--- src/rtl/vic_pkg.sv ---
package vic_pkg;
  localparam int unsigned CH_N   = 16;
  localparam int unsigned ID_W   = $clog2(CH_N);
  localparam int unsigned BYTE_W = 8;
  localparam int unsigned BANK_N = CH_N / BYTE_W;
  localparam int unsigned ADDR_W = 4;
  // each register kind occupies BANK_N consecutive bytes, high channels first
  localparam int unsigned ADDR_EN    = 0;
  localparam int unsigned ADDR_PEND  = ADDR_EN + BANK_N;
  localparam int unsigned ADDR_INSVC = ADDR_PEND + BANK_N;
  localparam int unsigned ADDR_MASK  = ADDR_INSVC + BANK_N;
  localparam int unsigned ADDR_VEC   = ADDR_MASK + BANK_N;
  localparam int unsigned MODE_BIT   = 3;
endpackage

--- src/rtl/vic_prio_enc.sv ---
module vic_prio_enc #(
  parameter int unsigned N   = 16,
  parameter int unsigned IDW = $clog2(N)
) (
  input  logic [N-1:0]   req_i,
  output logic           any_o,
  output logic [IDW-1:0] id_o
);
  // later (higher) index overrides: highest set bit wins
  always_comb begin
    id_o = '0;
    for (int unsigned i = 0; i < N; i++) begin
      if (req_i[i]) id_o = IDW'(i);
    end
  end

  assign any_o = |req_i;
endmodule

--- src/rtl/vic_chan.sv ---
module vic_chan (
  input  logic clk_i,
  input  logic rst_ni,
  input  logic src_i,
  input  logic en_i,
  input  logic en_clr_i,
  input  logic pend_wr_i,
  input  logic pend_wbit_i,
  input  logic insvc_wr_i,
  input  logic insvc_wbit_i,
  input  logic ack_i,
  input  logic sw_mode_i,
  output logic pend_o,
  output logic insvc_o
);
  logic pend_q, pend_d, insvc_q, insvc_d, evt;

  assign evt = src_i && en_i && !en_clr_i;

  always_comb begin
    pend_d = pend_q;
    if (pend_wr_i && !pend_wbit_i) pend_d = 1'b0;
    if (en_clr_i) pend_d = 1'b0;
    if (ack_i) pend_d = 1'b0;
    if (evt) pend_d = 1'b1;  // fresh event outranks every clear
    insvc_d = insvc_q;
    if (insvc_wr_i && !insvc_wbit_i) insvc_d = 1'b0;
    if (ack_i && sw_mode_i) insvc_d = 1'b1;
  end

  always_ff @(posedge clk_i or negedge rst_ni) begin
    if (!rst_ni) begin
      pend_q  <= 1'b0;
      insvc_q <= 1'b0;
    end else begin
      pend_q  <= pend_d;
      insvc_q <= insvc_d;
    end
  end

  assign pend_o  = pend_q;
  assign insvc_o = insvc_q;

  assert_drop_disabled_R2: assert property (@(posedge clk_i) disable iff (!rst_ni)
    (src_i && !en_i && !pend_q) |=> !pend_o);
  assert_event_sets_R3: assert property (@(posedge clk_i) disable iff (!rst_ni)
    (src_i && en_i && !en_clr_i) |=> pend_o);
  assert_auto_no_insvc_R7: assert property (@(posedge clk_i) disable iff (!rst_ni)
    (ack_i && !sw_mode_i && !insvc_q) |=> !insvc_o);
  assert_sw_sets_insvc_R8: assert property (@(posedge clk_i) disable iff (!rst_ni)
    (ack_i && sw_mode_i) |=> insvc_o);
  assert_pend_clear_R9: assert property (@(posedge clk_i) disable iff (!rst_ni)
    (pend_wr_i && !pend_wbit_i && !src_i) |=> !pend_o);
  assert_disable_clears_R10: assert property (@(posedge clk_i) disable iff (!rst_ni)
    en_clr_i |=> !pend_o);
  assert_ack_event_keeps_R11: assert property (@(posedge clk_i) disable iff (!rst_ni)
    (ack_i && src_i && en_i && !en_clr_i) |=> pend_o);
endmodule

--- src/rtl/vec_irq_ctrl.sv ---
module vec_irq_ctrl
  import vic_pkg::*;
(
  input  logic                clk_i,
  input  logic                rst_ni,
  input  logic [CH_N-1:0]     src_i,
  input  logic [ADDR_W-1:0]   addr_i,
  input  logic [BYTE_W-1:0]   wdata_i,
  input  logic                wr_i,
  input  logic                rd_i,
  output logic [BYTE_W-1:0]   rdata_o,
  input  logic                iack_i,
  output logic [BYTE_W-1:0]   vec_o,
  output logic                vec_valid_o,
  output logic                irq_no
);
  logic [CH_N-1:0]   en_q, mask_q, pend, insvc, ack_c, cand;
  logic [BYTE_W-1:0] vbase_q, rd_mux;
  logic              cand_any, svc_any, req, sw_mode;
  logic [ID_W-1:0]   win_id, svc_id;

  assign sw_mode = vbase_q[MODE_BIT];

  for (genvar b = 0; b < BANK_N; b++) begin : g_bank
    localparam int unsigned OFS = BANK_N - 1 - b;
    logic              en_we, pend_we, insvc_we, mask_we;
    logic [BYTE_W-1:0] en_b_q, mask_b_q;

    assign en_we    = wr_i && (addr_i == ADDR_W'(ADDR_EN + OFS));
    assign pend_we  = wr_i && (addr_i == ADDR_W'(ADDR_PEND + OFS));
    assign insvc_we = wr_i && (addr_i == ADDR_W'(ADDR_INSVC + OFS));
    assign mask_we  = wr_i && (addr_i == ADDR_W'(ADDR_MASK + OFS));

    always_ff @(posedge clk_i or negedge rst_ni) begin
      if (!rst_ni) begin
        en_b_q   <= '0;
        mask_b_q <= '0;
      end else begin
        if (en_we)   en_b_q   <= wdata_i;
        if (mask_we) mask_b_q <= wdata_i;
      end
    end

    assign en_q[b*BYTE_W +: BYTE_W]   = en_b_q;
    assign mask_q[b*BYTE_W +: BYTE_W] = mask_b_q;

    for (genvar k = 0; k < BYTE_W; k++) begin : g_ch
      localparam int unsigned C = b*BYTE_W + k;
      assign ack_c[C] = vec_valid_o && (win_id == ID_W'(C));
      vic_chan u_chan (
        .clk_i        (clk_i),
        .rst_ni       (rst_ni),
        .src_i        (src_i[C]),
        .en_i         (en_b_q[k]),
        .en_clr_i     (en_we && !wdata_i[k]),
        .pend_wr_i    (pend_we),
        .pend_wbit_i  (wdata_i[k]),
        .insvc_wr_i   (insvc_we),
        .insvc_wbit_i (wdata_i[k]),
        .ack_i        (ack_c[C]),
        .sw_mode_i    (sw_mode),
        .pend_o       (pend[C]),
        .insvc_o      (insvc[C])
      );
    end
  end

  always_ff @(posedge clk_i or negedge rst_ni) begin
    if (!rst_ni) vbase_q <= '0;
    else if (wr_i && addr_i == ADDR_W'(ADDR_VEC)) vbase_q <= wdata_i;
  end

  assign cand = pend & mask_q;

  vic_prio_enc #(.N(CH_N), .IDW(ID_W)) u_enc_cand (
    .req_i (cand),
    .any_o (cand_any),
    .id_o  (win_id)
  );

  vic_prio_enc #(.N(CH_N), .IDW(ID_W)) u_enc_svc (
    .req_i (insvc),
    .any_o (svc_any),
    .id_o  (svc_id)
  );

  // winner must outrank the highest channel in service
  assign req         = cand_any && (!svc_any || win_id > svc_id);
  assign irq_no      = !req;
  assign vec_valid_o = iack_i && req;
  assign vec_o       = {vbase_q[BYTE_W-1:BYTE_W-4], win_id};

  always_comb begin
    rd_mux = '0;
    for (int unsigned b = 0; b < BANK_N; b++) begin
      if (addr_i == ADDR_W'(ADDR_EN + BANK_N - 1 - b))    rd_mux = en_q[b*BYTE_W +: BYTE_W];
      if (addr_i == ADDR_W'(ADDR_PEND + BANK_N - 1 - b))  rd_mux = pend[b*BYTE_W +: BYTE_W];
      if (addr_i == ADDR_W'(ADDR_INSVC + BANK_N - 1 - b)) rd_mux = insvc[b*BYTE_W +: BYTE_W];
      if (addr_i == ADDR_W'(ADDR_MASK + BANK_N - 1 - b))  rd_mux = mask_q[b*BYTE_W +: BYTE_W];
    end
    if (addr_i == ADDR_W'(ADDR_VEC)) rd_mux = vbase_q;
  end

  assign rdata_o = rd_i ? rd_mux : '0;

  assert_req_unmasked_R4: assert property (@(posedge clk_i) disable iff (!rst_ni)
    !irq_no |-> (|(pend & mask_q)));
  assert_vec_highest_R5: assert property (@(posedge clk_i) disable iff (!rst_ni)
    vec_valid_o |-> ((pend & mask_q) >> vec_o[ID_W-1:0]) == CH_N'(1));
  assert_vec_base_R6: assert property (@(posedge clk_i) disable iff (!rst_ni)
    vec_valid_o |-> (vec_o[BYTE_W-1:BYTE_W-4] == vbase_q[BYTE_W-1:BYTE_W-4]));
  assert_insvc_blocks_R8: assert property (@(posedge clk_i) disable iff (!rst_ni)
    !irq_no |-> ((insvc >> vec_o[ID_W-1:0]) == '0));
  assert_ack_needs_req_R1: assert property (@(posedge clk_i) disable iff (!rst_ni)
    vec_valid_o |-> !irq_no);
endmodule

--- config.mk ---
export PLATFORM = sky130hd
export DESIGN_NAME = vec_irq_ctrl
export DESIGN_NICKNAME = d
export VERILOG_FILES = /design/src/rtl/vic_pkg.sv /design/src/rtl/vic_prio_enc.sv /design/src/rtl/vic_chan.sv /design/src/rtl/vec_irq_ctrl.sv
export SDC_FILE = /design/constraint.sdc
export NUM_CORES = 1
export LEC_CHECK = 0
export CORE_ASPECT_RATIO = 1.4
export CORE_MARGIN = 10
export CORE_UTILIZATION = 60
export DETAILED_ROUTE_END_ITERATION = 6
export PLACE_DENSITY_LB_ADDON = 0.25
export SLEW_MARGIN = 20
export SYNTH_ARGS = -nofsm -noshare
export SYNTH_HDL_FRONTEND = slang
export SYNTH_SLANG_ARGS = --single-unit
export TNS_END_PERCENT = 100
--- constraint.sdc ---
create_clock -name clk_i -period 5 [get_ports clk_i]
set_clock_uncertainty 0.05 [all_clocks]
set_input_delay 1 -clock clk_i [delete_from_list [all_inputs] [get_ports clk_i]]
set_output_delay 1 -clock clk_i [all_outputs]
set_load 0.005 [all_outputs]
# == Yosys cells after proc, flatten, opt, wreduce, memory -nomap -nowiden ==
# Cells that the tools add are included.
# totals
regBits,72
in_bits,33
out_inout_bits,18
# op_classes
order_cmp,1
eq_ne,23
n_mux,136
bitwise,1
n_reduce_logical,186
# ops
cell,n
logical AND 1 bit,123
2-to-1 mux 1 bit,98
2-to-1 mux 8 bit,10
2-to-1 mux 4 bit,16
nonzero test 4 bit,16
equality test 4 bit (second input constant),9
equality test 4 x 3 -> 1 bit (second input constant),8
nonzero test 2 bit,16
OR reduction 16 bit,2
logical NOT 1 bit,26
2-to-1 mux 3 bit,8
AND 16 bit,1
equality test 4 x 2 -> 1 bit (second input constant),4
equality test 4 x 1 -> 1 bit (second input constant),2
logical NOT 4 bit,2
2-to-1 mux 2 bit,4
greater-than comparator 4 bit,1
logical OR 1 bit,1

# == Logic depth before layout (Yosys ltp) ==
# Gate-level depths: netlist of the first run.
# depth
ltp_word,23
mapped_depth,13

# == Modules after synthesis ==
# Synthesis of the first run repeated with hierarchy kept, for this count alone.
# hier_totals
hier_cells,493
area_unflattened_um2,4667.0
# modules_own_cells
mod,instances,cells_each,area_each_um2
vec_irq_ctrl,1,309,2925.3
vic_chan,16,8,87.6
vic_prio_enc,2,28,170.2

# == Worst setup path before layout of the first run ==
# No wires, ideal clock.
# synth_timing
path_type,in2out
startpoint,input port addr_i[3]
endpoint,output port rdata_o[0]
arrival_time_ns,2.233
slack_ns,1.717
stages,7
path_buffers,2
cell_sequence,clkbuf_1 nor2b_1 nand2b_1 clkbuf_1 nor2_1 a22oi_1 a21boi_0
# synth_via
elab_chain_cells,11
# synth_rtl
item,line,text
from (decl),vec_irq_ctrl.sv:7,"input logic [ADDR_W-1:0] addr_i,"
equality test 4 x 1 -> 1 bit,vec_irq_ctrl.sv:96,if (addr_i == ADDR_W'(ADDR_EN + BANK_N - 1 - b)) rd_mux = en_q[b*BYTE_W +: BYTE_W];
2-to-1 mux 8 bit,vec_irq_ctrl.sv:96,
2-to-1 mux 8 bit,vec_irq_ctrl.sv:97,if (addr_i == ADDR_W'(ADDR_PEND + BANK_N - 1 - b)) rd_mux = pend[b*BYTE_W +: BYTE_W];
2-to-1 mux 8 bit,vec_irq_ctrl.sv:98,if (addr_i == ADDR_W'(ADDR_INSVC + BANK_N - 1 - b)) rd_mux = insvc[b*BYTE_W +: BYTE_W];
2-to-1 mux 8 bit,vec_irq_ctrl.sv:99,if (addr_i == ADDR_W'(ADDR_MASK + BANK_N - 1 - b)) rd_mux = mask_q[b*BYTE_W +: BYTE_W];
2-to-1 mux 8 bit,vec_irq_ctrl.sv:96,
2-to-1 mux 8 bit,vec_irq_ctrl.sv:97,
2-to-1 mux 8 bit,vec_irq_ctrl.sv:98,
2-to-1 mux 8 bit,vec_irq_ctrl.sv:99,
2-to-1 mux 8 bit *,vec_irq_ctrl.sv:101,if (addr_i == ADDR_W'(ADDR_VEC)) rd_mux = vbase_q;
2-to-1 mux 8 bit *,vec_irq_ctrl.sv:104,assign rdata_o = rd_i ? rd_mux : '0;
to (decl),vec_irq_ctrl.sv:11,"output logic [BYTE_W-1:0] rdata_o,"
# Mark *: on every way between the ends. The rest lies on a longest branch, timed or not.

# == Worst setup path after layout of the first run ==
# layout_timing
startpoint,register g_bank[0].g_ch[5].u_chan.pend_q
endpoint,output port irq_no
# layout_via
elab_chain_cells,16
# layout_rtl
item,line,text
from (decl),vic_chan.sv:16,"logic pend_q, pend_d, insvc_q, insvc_d, evt;"
from (signal assigned),vic_chan.sv:36,pend_q <= pend_d;
AND 16 bit *,vec_irq_ctrl.sv:73,assign cand = pend & mask_q;
2-to-1 mux 3 bit (3 in a row),vic_prio_enc.sv:13,if (req_i[i]) id_o = IDW'(i);
2-to-1 mux 4 bit (8 in a row),vic_prio_enc.sv:13,
greater-than comparator 4 bit,vec_irq_ctrl.sv:88,assign req = cand_any && (!svc_any || win_id > svc_id);
logical OR 1 bit,vec_irq_ctrl.sv:88,
logical AND 1 bit *,vec_irq_ctrl.sv:88,
logical NOT 1 bit *,vec_irq_ctrl.sv:89,assign irq_no = !req;
to (decl),vec_irq_ctrl.sv:15,output logic irq_no
# Marked as above.

==> flow_metrics.tcl, run 1 <==
set metrics [dict create \
    syn_area_per_cell_sq_um 9.30 \
    tns_ns 0 \
    mostFrequentLayoutCells "dfrtp_1 (72), nand2_1 (49), clkdlybuf4s50_1 (49), o21ai_0 (44), mux2_2 (40)" \
    grt_util_met3 0.0607 \
    fillCellCount 564 \
    root_buffer "clkbuf_8" \
    cp.required_ns 3.95 \
    cts_max_level 3 \
    slew_headroom 0.401 \
    max_cap_violations 0 \
    end_kind "primary output" \
    path_cells "a22o_1, a31oi_1, o2111ai_1, o21a_1, a21oi_1, ha_1, nor2b_1, o211ai_1, a21boi_0, o21ai_0, clkdlybuf4s50_1" \
    finalHoldViolCount 0 \
    port_buffers 50 \
    ys_types 58 \
    rsz0062_at_grt "false" \
    cts_tree "yes" \
    yosysWarnings 0 \
    dp_hpwl_mm 10.6 \
    drt-pass1-iter-count 7 \
    antenna_found_initial 0 \
    fmaxAchievable_mhz 220 \
    power.density_nw_per_um2 531 \
    netlist_area_sq_um 4370 \
    gr-max-usage-layer "met2" \
    drt-total-wl_mm 14.3 \
    drtIter0Drc 498 \
    tightest_slew_ns 0.895 \
    reg2reg_from "g_bank[0].g_ch[5].u_chan.pend_o$_DFFE_PN0P_" \
    finalCritPeriodShare 0.908 \
    gp_congestion 0.949 \
    vias_per_cell 6.85 \
    grt_pass1_wl_mm 22.6 \
    r2r_cells 12 \
    cp_slowest_cell "clkdlybuf4s50_1" \
    syn_nets 507 \
    cts_setup_buffers 0 \
    synth_edf_count 0 \
    holdPathEnd "vbase_q[1]$_DFFE_PN0P_" \
    synthArstFlopShare 1.00 \
    grt_use_met1 0.323 \
    clkTransAtPathRegs_ns 0.08 \
    clock_path_buffers 2 \
    initial_core_util 0.622 \
    grt_max_degree 38 \
    die_h_um 121 \
    reg2reg_slack_ns 1.68 \
    syn_to_final_growth_pct 16.5 \
    synth-seq-cells 72 \
    finish.utilization 0.725 \
    ir_worst_vdd_uv 343 \
    path_class "register to primary output" \
    synth_seq_area_share 0.412 \
    die-area_sq_um 11100 \
    hp-start "vbase_q[1]$_DFFE_PN0P_" \
    r2r_end "g_bank[0].g_ch[2].u_chan.insvc_o$_DFFE_PN0P_" \
    die_x_um 92.1 \
    num_rows 36 \
    status "completed" \
    ant_nets 0 \
    cts_sinks 72 \
    overflow 0 \
    fin_nets 547 \
    setup_violations 0 \
    post-route-min-period_ns 4.54 \
    multi_input_area_sq_um 2410 \
    slowest_delay_ns 0.54 \
    regArea_sq_um 1800 \
    antenna_cells 0 \
    slew_viol_final 0 \
    clk_latency_ns 0.36 \
    gr-usage-all-layers 0.260 \
    numCtsBuffers 9 \
    ios 51 \
    drc 0 \
    worstPathMaxFanout 5 \
    vias 4164 \
    use_met2 0.409 \
    p_leak_nw 2.04 \
    final_common_cell "dfrtp_1" \
    wl_per_cell_um 23.5 \
    cts_resized 0 \
    ctsHoldBuffers 0 \
    crit_arrival_ns 3.49 \
    grt_pass1_vias 4107 \
    hold_depth 1 \
    core_sq_um 7030 \
    min_path_type "register to register" \
    worstSetupStartpointType "register" \
    drive_gt1_frac 0.160 \
    syn_inst 470 \
    synth_ff_type "dfrtp_1" \
]
-- metal layers --
| metal | vias to the layer above | wire length [um] |
|---|---|---|
| li1 | 1825 | - |
| met1 | 1993 | 5590 |
| met2 | 289 | 6620 |
| met3 | 57 | 1370 |
| met4 | 0 | 698 |
| met5 | - | 0 |
-- sequential cells by signal (all words and copies together), names as in the netlist --
register,count
vbase_q,8
g_bank.en_b_q,16
g_bank.mask_b_q,16
g_bank.g_ch.u_chan.insvc_o,16
g_bank.g_ch.u_chan.pend_o,16
-- where the power goes --
group	switching [mW]	total [mW]	internal (mW)
clock network	0.218	0.456	0.239
logic	0.686	1.25	0.560
registers	0.247	1.00	0.758
-- kinds of logic (layout without fill, tap and decap cells) --
logic type | Yosys count | in the layout | share of synthesized area
compound gates | 169 | 169 | 0.257
fa+ha+maj | 4 | 4 | 0.0114
mux | 54 | 54 | 0.135
simple gates | 133 | 133 | 0.148
buf+inv | 38 | 81 | 0.0363
flops | 72 | 72 | 0.412
-- cells in the mapped netlist (8+ instances only) --
| master | n | area, sq um |
|---|---|---|
| nand2b_1 | 9 | 56.3 |
| clkbuf_1 | 18 | 67.6 |
| nand2_1 | 49 | 184 |
| o21ai_0 | 44 | 220 |
| mux2i_1 | 14 | 140 |
| dfrtp_1 | 72 | 1800 |
| a22oi_1 | 11 | 82.6 |
| a21oi_1 | 25 | 125 |
| o211ai_1 | 9 | 67.6 |
| mux2_2 | 40 | 450 |
| o21ai_1 | 11 | 55.1 |
| nor2_1 | 37 | 139 |
| o22ai_1 | 8 | 50.1 |
| inv_1 | 11 | 41.3 |
-- stage by stage --
stage | power (mW) | hold slack, ns | instance area [sq um] | cells | worst slack (ns)
detailed placement | 2.22 | 0.439 | 4910 | 594 | 0.545
global route | 2.87 | 0.479 | 5090 | 608 | 0.197
global placement | 2.19 | 0.438 | 4910 | 594 | 0.653
finish | 2.71 | 0.458 | 5090 | 608 | 0.461
CTS | 2.68 | 0.460 | 5090 | 608 | 0.464
floorplan | 1.74 | 0.420 | 4370 | 470 | 1.72
-- how the worst max path moves through the flow --
stage,startpoint,endpoint,slack (ns),cells past startpoint
3_3_place_gp,addr_i[0],rdata_o[0],0.65,6
2_1_floorplan,addr_i[3],rdata_o[0],1.72,7
4_1_cts,g_bank[0].g_ch[5].u_chan.pend_o$_DFFE_PN0P_,irq_no,0.46,11
3_5_place_dp,addr_i[3],rdata_o[6],0.55,7
5_1_grt,g_bank[0].g_ch[5].u_chan.pend_o$_DFFE_PN0P_,vec_valid_o,0.20,12
6_report,g_bank[0].g_ch[5].u_chan.pend_o$_DFFE_PN0P_,irq_no,0.46,11
-- worst max-delay path, delay by kind of cell (launching register included) --
kind,cells,cell delay [ns]
buffers and inverters,1,0.54
AO/OA/AOI/OAI,8,1.92
adder cells (fa/ha/maj),1,0.18
AND/OR/NAND/NOR,1,0.04
flip-flops,1,0.44
-- final cells by class --
| type | count | area share |
|---|---|---|
| clock inverter | 3 | 0.00860 |
| sequential | 72 | 0.354 |
| tap | 95 | 0.0233 |
| clock buffer | 11 | 0.0278 |
| timing repair buffer | 55 | 0.105 |
| inverter | 12 | 0.00884 |
| multi-input combinational | 360 | 0.473 |
No activity file was read; power rests on OpenSTA's default activity.
==> run 2: changes to the inputs <==
CORE_UTILIZATION = 25   (was 60)
==> run 2 against run 1 <==
- setup slack worse by 0.15 ns
- wire length grew 14%
- first-iteration DRC count shrank 61%
- critical endpoint unchanged
- largest cell class unchanged
- largest power group unchanged
==> flow_metrics.tcl, run 2 (synthesis gave the netlist of run 1 again) <==
set metrics [dict create \
    ant_nets 0 \
    cts_max_level 3 \
    path_class "register to primary output" \
    num_rows 57 \
    gp_congestion 0.886 \
    numCtsBuffers 9 \
    vias_per_cell 5.25 \
    antenna_found_initial 0 \
    clk_latency_ns 0.34 \
    core_sq_um 17300 \
    rsz0062_at_grt "false" \
    cp.required_ns 3.95 \
    r2r_cells 12 \
    vias 3944 \
    max_cap_violations 0 \
    grt_max_degree 73 \
    finish.utilization 0.315 \
    place_ws_ns 0.334 \
    finalCritPeriodShare 0.938 \
    port_buffers 50 \
    drtIter0Drc 193 \
    initial_core_util 0.253 \
    grt_pass1_vias 4091 \
    gr-usage-all-layers 0.140 \
    clock_path_buffers 2 \
    p_int_mw 1.84 \
    slew_viol_final 0 \
    overflow 0 \
    clkTransAtPathRegs_ns 0.06 \
    finalHoldViolCount 0 \
    fin_ws_ns 0.311 \
    dp_hpwl_mm 12.5 \
    tns_ns 0 \
    cts_resized 0 \
    fmaxAchievable_mhz 213 \
    status "completed" \
    tightest_slew_ns 0.940 \
    die_h_um 176 \
    cts_setup_buffers 0 \
    grt_pass1_wl_mm 25.1 \
    end_kind "primary output" \
    ir_worst_vdd_uv 167 \
    setup_violations 0 \
    drt-total-wl_mm 16.3 \
    pwr-share-seq 0.331 \
    p_clk_frac 0.254 \
    ios 51 \
    antenna_cells 0 \
    final_common_cell "dfrtp_1" \
    slew_headroom 0.373 \
    post-route-min-period_ns 4.69 \
    die-area_sq_um 23300 \
    min_path_type "register to register" \
    switching_share 0.393 \
    root_buffer "clkbuf_16" \
    syn_to_final_growth_pct 24.5 \
    hold_depth 1 \
    power.density_nw_per_um2 556 \
    drc 0 \
    die_x_um 132 \
    fin_nets 547 \
    switchingPower_mw 1.19 \
    ctsHoldBuffers 0 \
    wl_per_cell_um 21.7 \
    cts_sinks 72 \
    worstPathMaxFanout 5 \
    p_comb_frac 0.415 \
    cts_tree "yes" \
    crit_arrival_ns 3.64 \
    drt-pass1-iter-count 5 \
    mostFrequentLayoutCells "dfrtp_1 (72), nand2_1 (49), clkdlybuf4s50_1 (49), o21ai_0 (43), mux2_2 (40)" \
    worstSetupStartpointType "register" \
    drive_gt1_frac 0.163 \
    p_leak_nw 2.11 \
]
-- run 2: worst paths after layout --
kind / startpoint / end / slack, ns
max: g_bank[0].g_ch[5].u_chan.pend_o$_DFFE_PN0P_ / irq_no / 0.31
min: vbase_q[1]$_DFFE_PN0P_ / vbase_q[1]$_DFFE_PN0P_ / 0.45
max reg2reg: g_bank[0].g_ch[5].u_chan.pend_o$_DFFE_PN0P_ / g_bank[0].g_ch[1].u_chan.insvc_o$_DFFE_PN0P_ / 1.51
min reg2reg: vbase_q[1]$_DFFE_PN0P_ / vbase_q[1]$_DFFE_PN0P_ / 0.45
max in group asynchronous: rst_ni / g_bank[1].g_ch[4].u_chan.pend_o$_DFFE_PN0P_ / 3.52
min in group asynchronous: rst_ni / g_bank[0].mask_b_q[5]$_DFFE_PN0P_ / 0.73
-- run 2: final cells by class --
type                       count  area [sq um]
clock buffer                  12           256
timing repair buffer          55           536
clock inverter                 4          98.8
multi-input combinational    360          2410
fill                        1874         11800
inverter                      12          45.0
sequential                    72          1800
tap                          236           295
-- run 2: power by group through the flow --
stage          Combinational (mW)  Sequential [mW]  Clock, mW
3_5_place_dp                 1.26             1.01          0
5_1_grt                      1.39             1.03      0.808
2_1_floorplan               0.838            0.900          0
6_report                     1.26             1.00      0.771
4_1_cts                      1.27            0.999      0.786
3_3_place_gp                 1.24             1.00          0
-- run 2: metal layers --
metal / track usage / part of all wire / vias up
met3: 0.0259 / 0.042 / 39
met2: 0.241 / 0.50 / 106
met5: 0 / 0 / -
li1: - / - / 1828
met4: 0.0753 / 0.041 / 0
met1: 0.163 / 0.41 / 1971
-- run 2: through the flow --
step	hold slack (ns)	area (sq um)	instances	total power, mW
after floorplan	0.420	4370	470	1.74
after global placement	0.448	5090	735	2.25
after detailed placement	0.446	5090	735	2.27
after CTS	0.462	5440	751	3.05
after global routing	0.479	5440	751	3.23
final	0.455	5440	751	3.03
-- run 2: worst max-delay path, stage by stage (launching register included) --
cell and delay [ns]:
dfrtp_1 0.45, a22o_1 0.26, a31oi_1 0.34, o2111ai_1 0.33, o21a_1 0.30, a21oi_1 0.28
ha_1 0.20, nor2b_1 0.04, o211ai_1 0.22, a21boi_0 0.14, o21ai_1 0.19, clkdlybuf4s50_1 0.54
